[config.mk]
export PLATFORM = sky130hd
export DESIGN_NAME = seq5_counter
export DESIGN_NICKNAME = d
export VERILOG_FILES = /design/src/rtl/seq5_counter.sv
export SDC_FILE = /design/constraint.sdc
export NUM_CORES = 1
export LEC_CHECK = 0
export BUFFER_PORTS_ARGS = -buffer_cell sky130_fd_sc_hd__buf_2
export CORE_AREA = 2 2 39 41
export CTS_CLUSTER_DIAMETER = 150
export CTS_CLUSTER_SIZE = 30
export DETAILED_ROUTE_END_ITERATION = 10
export DIE_AREA = 0 0 41 43
export PLACE_DENSITY_LB_ADDON = 0.2
export SYNTH_ARGS = -nofsm -noshare
export SYNTH_HDL_FRONTEND = slang
export SYNTH_SLANG_ARGS = --single-unit
[constraint.sdc]
create_clock -name clk -period 2.5 [get_ports clk]
set_input_delay 0.75 -clock clk [delete_from_list [all_inputs] [get_ports clk]]
set_output_delay 0.75 -clock clk [all_outputs]
set_load 0.005 [all_outputs]
[src/rtl/seq5_counter.sv]
module seq5_counter (
  input  logic       clk,
  input  logic       rst_n,
  input  logic       count_en,
  input  logic       load_en,
  input  logic [2:0] load_val,
  output logic [2:0] state
);

  logic c, b, a;
  logic [2:0] step;

  assign {c, b, a} = state;

  // C+ = A ; B+ = ~B | ~A~C ; A+ from the self-starting assignment
  assign step[2] = a;
  assign step[1] = ~b | (~a & ~c);
  assign step[0] = (~c & (a | b)) | (c & ~(a ^ b));

  always_ff @(posedge clk or negedge rst_n) begin
    if (!rst_n)
      state <= 3'b000;
    else if (load_en)
      state <= load_val;
    else if (count_en)
      state <= step;
  end

  logic adv;
  assign adv = count_en & ~load_en;

  function automatic logic in_cycle(input logic [2:0] s);
    return (s == 3'b000) || (s == 3'b010) || (s == 3'b011) ||
           (s == 3'b101) || (s == 3'b110);
  endfunction

  assert_cyc0_R2: assert property (@(posedge clk) disable iff (!rst_n)
    (adv && state == 3'b000) |=> state == 3'b010);
  assert_cyc1_R2: assert property (@(posedge clk) disable iff (!rst_n)
    (adv && state == 3'b010) |=> state == 3'b011);
  assert_cyc2_R2: assert property (@(posedge clk) disable iff (!rst_n)
    (adv && state == 3'b011) |=> state == 3'b101);
  assert_cyc3_R2: assert property (@(posedge clk) disable iff (!rst_n)
    (adv && state == 3'b101) |=> state == 3'b110);
  assert_cyc4_R2: assert property (@(posedge clk) disable iff (!rst_n)
    (adv && state == 3'b110) |=> state == 3'b000);

  assert_unused001_R3: assert property (@(posedge clk) disable iff (!rst_n)
    (adv && state == 3'b001) |=> state == 3'b111);
  assert_unused111_R3: assert property (@(posedge clk) disable iff (!rst_n)
    (adv && state == 3'b111) |=> state == 3'b101);
  assert_unused100_R3: assert property (@(posedge clk) disable iff (!rst_n)
    (adv && state == 3'b100) |=> state == 3'b011);

  assert_recover_R4: assert property (@(posedge clk) disable iff (!rst_n)
    (adv && !in_cycle(state)) ##1 adv |=> in_cycle(state));

  assert_hold_R5: assert property (@(posedge clk) disable iff (!rst_n)
    (!count_en && !load_en) |=> $stable(state));

  assert_load_R6: assert property (@(posedge clk) disable iff (!rst_n)
    load_en |=> state == $past(load_val));

endmodule

==> run_summary.xml, run 1 <==
<?xml version="1.0" encoding="UTF-8"?>
<metrics>
  <group name="critical_path">
    <metric name="crit_family" unit="">flip-flops</metric>
    <metric name="worstPathBufferInverterCount" unit="">1</metric>
    <metric name="critical_path_arrival" unit="ns">0.79</metric>
    <metric name="timing.critical_path.to_type" unit="">output pin</metric>
    <metric name="critical_path_peak_fanout" unit="">4</metric>
    <metric name="largest_stage_delay_on_the_critical_path" unit="ns">0.41</metric>
    <metric name="crit_path_cell_trace" unit="">buf_2</metric>
    <metric name="timing.critical_path.required" unit="ns">1.75</metric>
    <metric name="crit_path_top_delay_cell" unit="">dfrtp_1</metric>
    <metric name="setup.worst_path.class" unit="">reg2out</metric>
    <metric name="timing.critical_path.from_type" unit="">flip-flop</metric>
  </group>
  <group name="die">
    <metric name="io-pin-count" unit="">10</metric>
    <metric name="floorplan.rows" unit="">14</metric>
    <metric name="dieHeight" unit="um">43</metric>
    <metric name="start_util" unit="%">12.5</metric>
    <metric name="fp.coreArea" unit="um2">1380</metric>
    <metric name="fp.dieW" unit="um">41</metric>
    <metric name="die_area" unit="um2">1760</metric>
  </group>
  <group name="placement">
    <metric name="port_buffers" unit="">9</metric>
    <metric name="placement.setup.worst_slack" unit="ns">1.20</metric>
    <metric name="place.detailed.instances" unit="">42</metric>
    <metric name="gp_routability_congestion" unit="">0.592</metric>
  </group>
  <group name="sta">
    <metric name="clock-skew-final" unit="ns">0.00834</metric>
    <metric name="min_period" unit="ns">1.54</metric>
    <metric name="fmaxAchievable" unit="MHz">650</metric>
    <metric name="hold_viol_final" unit="">0</metric>
    <metric name="final.setup.worst_slack" unit="ns">0.961</metric>
    <metric name="report.final.slew_viol_count" unit="">0</metric>
    <metric name="setup_total_negative_slack" unit="ns">0</metric>
    <metric name="timing.slew.headroom" unit="%">82.9</metric>
    <metric name="worst_slew_pin_slew" unit="ns">0.257</metric>
    <metric name="hold_ws" unit="ns">0.294</metric>
    <metric name="setup_viol" unit="">0</metric>
    <metric name="final_min_period_over_clock_period" unit="%">61.5</metric>
    <metric name="unrepaired_setup_endpoints_after_global_routing" unit="">false</metric>
  </group>
  <group name="pwr">
    <metric name="vdd_ir_drop_max" unit="mV">0.327</metric>
    <metric name="switching_share" unit="%">28.3</metric>
    <metric name="clock_power_share" unit="%">48.5</metric>
    <metric name="power_switching" unit="uW">52.1</metric>
    <metric name="p_per_area" unit="nW/um2">697</metric>
    <metric name="share_comb_of_total_power" unit="%">18.6</metric>
    <metric name="internal_power" unit="uW">132</metric>
    <metric name="standby_leakage_power" unit="uW">0.000131</metric>
    <metric name="share_seq_of_total_power" unit="%">32.9</metric>
  </group>
  <group name="clocking">
    <metric name="clock-sinks" unit="">3</metric>
    <metric name="clock_insertion_delay_worst_skew" unit="ns">0.24</metric>
    <metric name="clock-root-buffer" unit="">clkbuf_4</metric>
    <metric name="clock_tree.buffer_depth" unit="">2</metric>
    <metric name="cts_tree" unit="">built</metric>
    <metric name="path_clk_slew" unit="ns">0.04</metric>
    <metric name="total_cts_buffers" unit="">3</metric>
    <metric name="cts_resized" unit="">0</metric>
    <metric name="htree_levels" unit="">1</metric>
    <metric name="cts.hold.buffers_added" unit="">0</metric>
    <metric name="post_cts_buffers" unit="">0</metric>
  </group>
  <group name="synthesis">
    <metric name="dominant_cells_by_area_after_synthesis" unit="">dfrtp_1, mux2i_1, o311ai_2, ha_1, nand2_1</metric>
    <metric name="syn_nets" unit="">25</metric>
    <metric name="synth_top_area_cell" unit="">dfrtp_1</metric>
    <metric name="synth-seq-area-share" unit="%">43.5</metric>
    <metric name="netlist.area_leader.share" unit="%">43.5</metric>
    <metric name="synth-warning-count" unit="">0</metric>
    <metric name="syn_inst" unit="">17</metric>
    <metric name="combined_area_of_all_synthesized_cells" unit="um2">173</metric>
    <metric name="number_of_synthesized_register_bits" unit="">3</metric>
    <metric name="ys_types" unit="">10</metric>
    <metric name="syn_area_per_cell" unit="um2">10.2</metric>
  </group>
  <group name="route">
    <metric name="wl_final" unit="um">472</metric>
    <metric name="drc" unit="">0</metric>
    <metric name="drt-vias-per-instance" unit="">3.83</metric>
    <metric name="dr.pass1.iters" unit="">1</metric>
    <metric name="route.detailed.wl_per_inst" unit="um">10.3</metric>
    <metric name="vias" unit="">176</metric>
    <metric name="drt_first_iter_violations" unit="">0</metric>
    <metric name="detail-route-antenna-nets" unit="">0</metric>
  </group>
  <group name="cells_and_area">
    <metric name="highest_count_cells_in_the_layout_ignoring_fill_and_taps" unit="">buf_2, nand2_1, clkbuf_4, dfrtp_1</metric>
    <metric name="largest_register_ffs" unit="">3</metric>
    <metric name="final_core_util" unit="%">19.1</metric>
    <metric name="area_growth" unit="%">52.9</metric>
    <metric name="antennaDiodeCount" unit="">0</metric>
    <metric name="drive_above_1_share" unit="%">43.3</metric>
    <metric name="layout.cells.non_filler" unit="">46</metric>
    <metric name="nNetsFinal" unit="">39</metric>
    <metric name="layout_commonest_cell" unit="">buf_2</metric>
    <metric name="max_flop_register" unit="">state</metric>
    <metric name="biggestRegsByFlops" unit="">state x3</metric>
  </group>
  <group name="hold_path">
    <metric name="hold_path.class" unit="">in2async</metric>
  </group>
  <group name="global_route">
    <metric name="grt_pass1_vias" unit="">155</metric>
    <metric name="grt_start_max_net_pins" unit="">8</metric>
    <metric name="grt_overflow" unit="">0</metric>
    <metric name="grt_first_pass_wirelength" unit="um">738</metric>
    <metric name="grt_use_total" unit="%">7.04</metric>
    <metric name="number_of_antenna_violations_at_the_first_check_in_global_routing" unit="">0</metric>
  </group>
  <group name="flow_run">
    <metric name="cap_violations" unit="">0</metric>
  </group>
  <group name="run_status">
    <metric name="status" unit="">finished, final reports clean</metric>
  </group>
</metrics>
==> metal layers <==
metal	GRT usage, %	wire length, um	share of wire [%]
met4	4.00	0	0
met2	6.88	144	31
met3	7.33	89	19
met1	9.06	239	51
met5	0	0	0
==> path summary, 6_finish.rpt <==
check	start	cells past startpoint	end	slack, ns
worst max register to register	state[0]	5	state[0]	1.30
worst min-delay path	rst_n	1	state[0]	0.29
min in group clk	state[2]	2	state[2]	0.64
worst min register to register	state[2]	2	state[2]	0.64
worst max-delay path	state[2]	1	state[2]	0.96
max in group asynchronous	rst_n	1	state[2]	2.09
==> stage by stage <==
step,total power (uW),instance area (um2)
finish,184,264
global route,201,264
CTS,189,264
detailed placement,96.1,238
global placement,94.9,238
floorplan,77.7,173
==> Yosys cell counts <==
master / instances
dfrtp_1: 3
ha_1: 1
inv_1: 2
mux2i_1: 2
nand2_1: 3
nand3b_1: 1
o211ai_1: 1
o21ai_0: 1
o21ai_1: 2
o311ai_2: 1
==> cells by family (layout without fill, tap and decap cells) <==
family,after synthesis,in the layout,synth area share [%]
and+or+nand+nor,4,4,10.9
muxes,2,2,11.6
AOI/OAI and AO/OA,5,5,22.5
buffers and inverters,2,15,4.35
adders and majority gates,1,1,7.25
DFF,3,3,43.5
==> power by group through the flow <==
stage          sequential (uW)  clock [uW]  combinational (uW)
2_1_floorplan             60.9           0                16.9
3_5_place_dp              61.5           0                34.6
4_1_cts                   60.9        92.7                35.3
6_report                  60.6        89.3                34.2
3_3_place_gp              61.0           0                33.9
5_1_grt                   62.6        99.9                38.4
==> layout make-up <==
class                   count  area, um2
fillers                   158       1120
multi-input cells          12       90.1
flip-flops and latches      3       75.1
repair buffers              9       45.0
clock buffers               4       26.3
well taps                  16       20.0
inverters                   2       7.51
Power figures use the tool's default switching activity.
==> run 2: changes to the inputs <==
- ABC_AREA: default -> 1
- clock period: 2.5 -> 1.34 ns (I/O delays scaled with it)
==> run_summary.xml, run 2 <==
<?xml version="1.0" encoding="UTF-8"?>
<metrics>
  <group name="die">
    <metric name="start_util" unit="%">13.8</metric>
    <metric name="fp.dieW" unit="um">41</metric>
    <metric name="floorplan.rows" unit="">14</metric>
    <metric name="io-pin-count" unit="">10</metric>
    <metric name="fp.coreArea" unit="um2">1380</metric>
    <metric name="dieHeight" unit="um">43</metric>
    <metric name="die_area" unit="um2">1760</metric>
  </group>
  <group name="route">
    <metric name="dr.pass1.iters" unit="">1</metric>
    <metric name="drt-vias-per-instance" unit="">3.51</metric>
    <metric name="vias" unit="">207</metric>
    <metric name="drt_first_iter_violations" unit="">0</metric>
    <metric name="wl_final" unit="um">434</metric>
    <metric name="route.detailed.wl_per_inst" unit="um">7.36</metric>
    <metric name="detail-route-antenna-nets" unit="">0</metric>
    <metric name="drc" unit="">0</metric>
  </group>
  <group name="clocking">
    <metric name="clock-sinks" unit="">3</metric>
    <metric name="htree_levels" unit="">1</metric>
    <metric name="clock-root-buffer" unit="">clkbuf_4</metric>
    <metric name="path_clk_slew" unit="ns">0.04</metric>
    <metric name="clock_insertion_delay_worst_skew" unit="ns">0.23</metric>
    <metric name="total_cts_buffers" unit="">3</metric>
    <metric name="cts_tree" unit="">built</metric>
    <metric name="clock_tree.buffer_depth" unit="">2</metric>
    <metric name="cts_resized" unit="">0</metric>
  </group>
  <group name="pwr">
    <metric name="share_comb_of_total_power" unit="%">20.4</metric>
    <metric name="power_switching" unit="uW">89.8</metric>
    <metric name="internal_power" unit="uW">247</metric>
    <metric name="clock_power_share" unit="%">45.7</metric>
    <metric name="switching_share" unit="%">26.7</metric>
    <metric name="standby_leakage_power" unit="uW">0.000169</metric>
    <metric name="p_per_area" unit="nW/um2">1150</metric>
    <metric name="vdd_ir_drop_max" unit="mV">0.436</metric>
    <metric name="share_seq_of_total_power" unit="%">33.9</metric>
  </group>
  <group name="critical_path">
    <metric name="worstPathBufferInverterCount" unit="">1</metric>
    <metric name="largest_stage_delay_on_the_critical_path" unit="ns">0.41</metric>
    <metric name="timing.critical_path.to_type" unit="">output pin</metric>
    <metric name="worst_setup_path_startpoint" unit="">state[0]</metric>
    <metric name="timing.critical_path.required" unit="ns">0.94</metric>
    <metric name="setup.worst_path.class" unit="">reg2out</metric>
    <metric name="critical_path_arrival" unit="ns">0.77</metric>
    <metric name="timing.critical_path.from_type" unit="">flip-flop</metric>
    <metric name="ff2ff_path_depth" unit="">5</metric>
    <metric name="crit_path_top_delay_cell" unit="">dfrtp_1</metric>
    <metric name="worstReg2RegStart" unit="">state[0]</metric>
    <metric name="crit_path_cell_trace" unit="">buf_2</metric>
    <metric name="total_number_of_cells_along_the_worst_setup_path" unit="">1</metric>
    <metric name="crit_family" unit="">flip-flops</metric>
    <metric name="critical_path_peak_fanout" unit="">4</metric>
  </group>
  <group name="cells_and_area">
    <metric name="layout_commonest_cell" unit="">nand2_1</metric>
    <metric name="max_flop_register" unit="">state</metric>
    <metric name="biggestRegsByFlops" unit="">state x3</metric>
    <metric name="largest_register_ffs" unit="">3</metric>
    <metric name="drive_above_1_share" unit="%">30.2</metric>
    <metric name="antennaDiodeCount" unit="">0</metric>
    <metric name="layout.cells.non_filler" unit="">59</metric>
    <metric name="area_growth" unit="%">52.9</metric>
    <metric name="nNetsFinal" unit="">52</metric>
    <metric name="highest_count_cells_in_the_layout_ignoring_fill_and_taps" unit="">nand2_1, buf_2, inv_1</metric>
    <metric name="post-route-cell-area" unit="um2">293</metric>
  </group>
  <group name="global_route">
    <metric name="grt_start_max_net_pins" unit="">7</metric>
    <metric name="grt_pass1_vias" unit="">193</metric>
    <metric name="number_of_antenna_violations_at_the_first_check_in_global_routing" unit="">0</metric>
    <metric name="grt_use_total" unit="%">6.65</metric>
    <metric name="grt_overflow" unit="">0</metric>
    <metric name="grt_first_pass_wirelength" unit="um">731</metric>
  </group>
  <group name="placement">
    <metric name="placed_cell_area" unit="um2">256</metric>
    <metric name="sum_of_net_half_perimeters_after_detailed_placement" unit="um">373</metric>
    <metric name="place.detailed.instances" unit="">54</metric>
    <metric name="port_buffers" unit="">9</metric>
    <metric name="gp_routability_congestion" unit="">0.597</metric>
  </group>
  <group name="synthesis">
    <metric name="dominant_cells_by_area_after_synthesis" unit="">dfrtp_1, nand2_1, inv_1, nand3_1, nor2_1</metric>
    <metric name="synth-seq-area-share" unit="%">39.2</metric>
    <metric name="combined_area_of_all_synthesized_cells" unit="um2">191</metric>
    <metric name="synth_edf_count" unit="">0</metric>
    <metric name="syn_area_per_cell" unit="um2">6.60</metric>
    <metric name="synth_adder_area_share" unit="%">6.54</metric>
    <metric name="synth.mux.area_fraction" unit="%">0</metric>
    <metric name="synth.top_cells.by_count" unit="">nand2_1, inv_1, nor2_1</metric>
    <metric name="synth_top_family_by_area" unit="">simple AND/OR/NAND/NOR gates</metric>
    <metric name="syn_inst" unit="">29</metric>
    <metric name="synth_compound_gate_area_share" unit="%">3.92</metric>
    <metric name="yosys.area_share.simple" unit="%">40.5</metric>
    <metric name="most_used_standard_cell_by_instance_count_after_synthesis" unit="">nand2_1</metric>
    <metric name="netlist.area_leader.share" unit="%">39.2</metric>
    <metric name="ys_types" unit="">8</metric>
    <metric name="number_of_synthesized_register_bits" unit="">3</metric>
    <metric name="synthXorXnorAreaFrac" unit="%">0</metric>
    <metric name="syn_nets" unit="">37</metric>
    <metric name="most_instantiated_flip_flop_cell_in_the_synthesis_netlist" unit="">dfrtp_1</metric>
    <metric name="synth-warning-count" unit="">0</metric>
    <metric name="synth_top_area_cell" unit="">dfrtp_1</metric>
    <metric name="async_reset_ff_share" unit="%">100</metric>
  </group>
  <group name="sta">
    <metric name="unrepaired_setup_endpoints_after_global_routing" unit="">false</metric>
    <metric name="timing.slew.headroom" unit="%">90.4</metric>
    <metric name="final_min_period_over_clock_period" unit="%">87.8</metric>
    <metric name="fmaxAchievable" unit="MHz">850</metric>
    <metric name="min_period" unit="ns">1.18</metric>
    <metric name="worst_slew_pin_slew" unit="ns">0.144</metric>
    <metric name="report.final.slew_viol_count" unit="">0</metric>
    <metric name="clock-skew-final" unit="ns">0.00119</metric>
    <metric name="setup_total_negative_slack" unit="ns">0</metric>
    <metric name="setup_viol" unit="">0</metric>
    <metric name="hold_viol_final" unit="">0</metric>
    <metric name="hold_ws" unit="ns">0.410</metric>
  </group>
  <group name="hold_path">
    <metric name="worst_hold_path.num_cells" unit="">3</metric>
    <metric name="hold_path.class" unit="">in2reg</metric>
    <metric name="hold_path_startpoint" unit="">load_val[2]</metric>
  </group>
  <group name="flow_run">
    <metric name="cap_violations" unit="">0</metric>
  </group>
  <group name="run_status">
    <metric name="status" unit="">finished, final reports clean</metric>
  </group>
</metrics>
## run 2: cell count changes in the layout (fill, tap and decap cells not counted), moves of 2 or more
cell | previous run | this run
o21ai_1 | 2 | 0
nand2_1 | 3 | 11
inv_1 | 2 | 5
nor2_1 | 0 | 4
mux2i_1 | 2 | 0
nand3_1 | 0 | 3
## run 2: final cells by class
cell class | count | area (um2)
Tap cell | 16 | 20.0
Timing Repair Buffer | 10 | 55.1
Multi-Input combinational cell | 21 | 97.6
Sequential cell | 3 | 75.1
Fill cell | 157 | 1090
Inverter | 5 | 18.8
Clock buffer | 4 | 26.3
## run 2: through the flow
stage / worst slack [ns] / util, % / power (uW)
4_1_cts: 0.148 / 21.2 / 349
3_3_place_gp: 0.281 / 18.5 / 185
3_5_place_dp: 0.286 / 18.5 / 185
2_1_floorplan: 0.363 / - / 150
6_report: 0.164 / 21.2 / 337
5_1_grt: 0.115 / 21.2 / 372
## run 2: metal layers
layer  up-vias  GRT usage [%]  routed length (um)
met5         -              0                   0
met3         0           4.71                  41
li1        116              -                   -
met4         0           4.00                   0
met2         6           8.13                 200
met1        85           8.12                 192
## run 2: kinds of logic after synthesis
family | Yosys count
flip-flops | 3
AND/OR/NAND/NOR | 19
AO/OA/AOI/OAI | 1
adder cells (fa/ha/maj) | 1
buffers and inverters | 5
## run 2: worst register-to-register path, cell delays in order, from the launching register on
cell and delay (ns):
dfrtp_1 0.39, inv_1 0.08, ha_1 0.28, nand2_1 0.05, nand3_1 0.08, nand2_1 0.06
## run 2: power by group through the flow
stage	registers [uW]	clock network [uW]	logic, uW
after detailed placement	116	0	69.0
after global placement	117	0	68.7
after global routing	117	176	79.7
after CTS	115	163	71.3
final	114	154	68.8
after floorplan	114	0	35.7
## run 2: path summary, 6_finish.rpt
kind / slack, ns / to
min: 0.41 / state[2]
max in group asynchronous: 0.74 / state[2]
max reg2reg: 0.30 / state[0]
max: 0.16 / state[0]
min reg2reg: 0.51 / state[1]
min in group asynchronous: 0.50 / state[1]
## run 2: repair_timing
item / CTS / global route
endpoints found under the hold margin: 3 / 0
setup endpoints to repair: 0 / 0
hold buffers: 1 / 0
setup buffers: 0 / 0
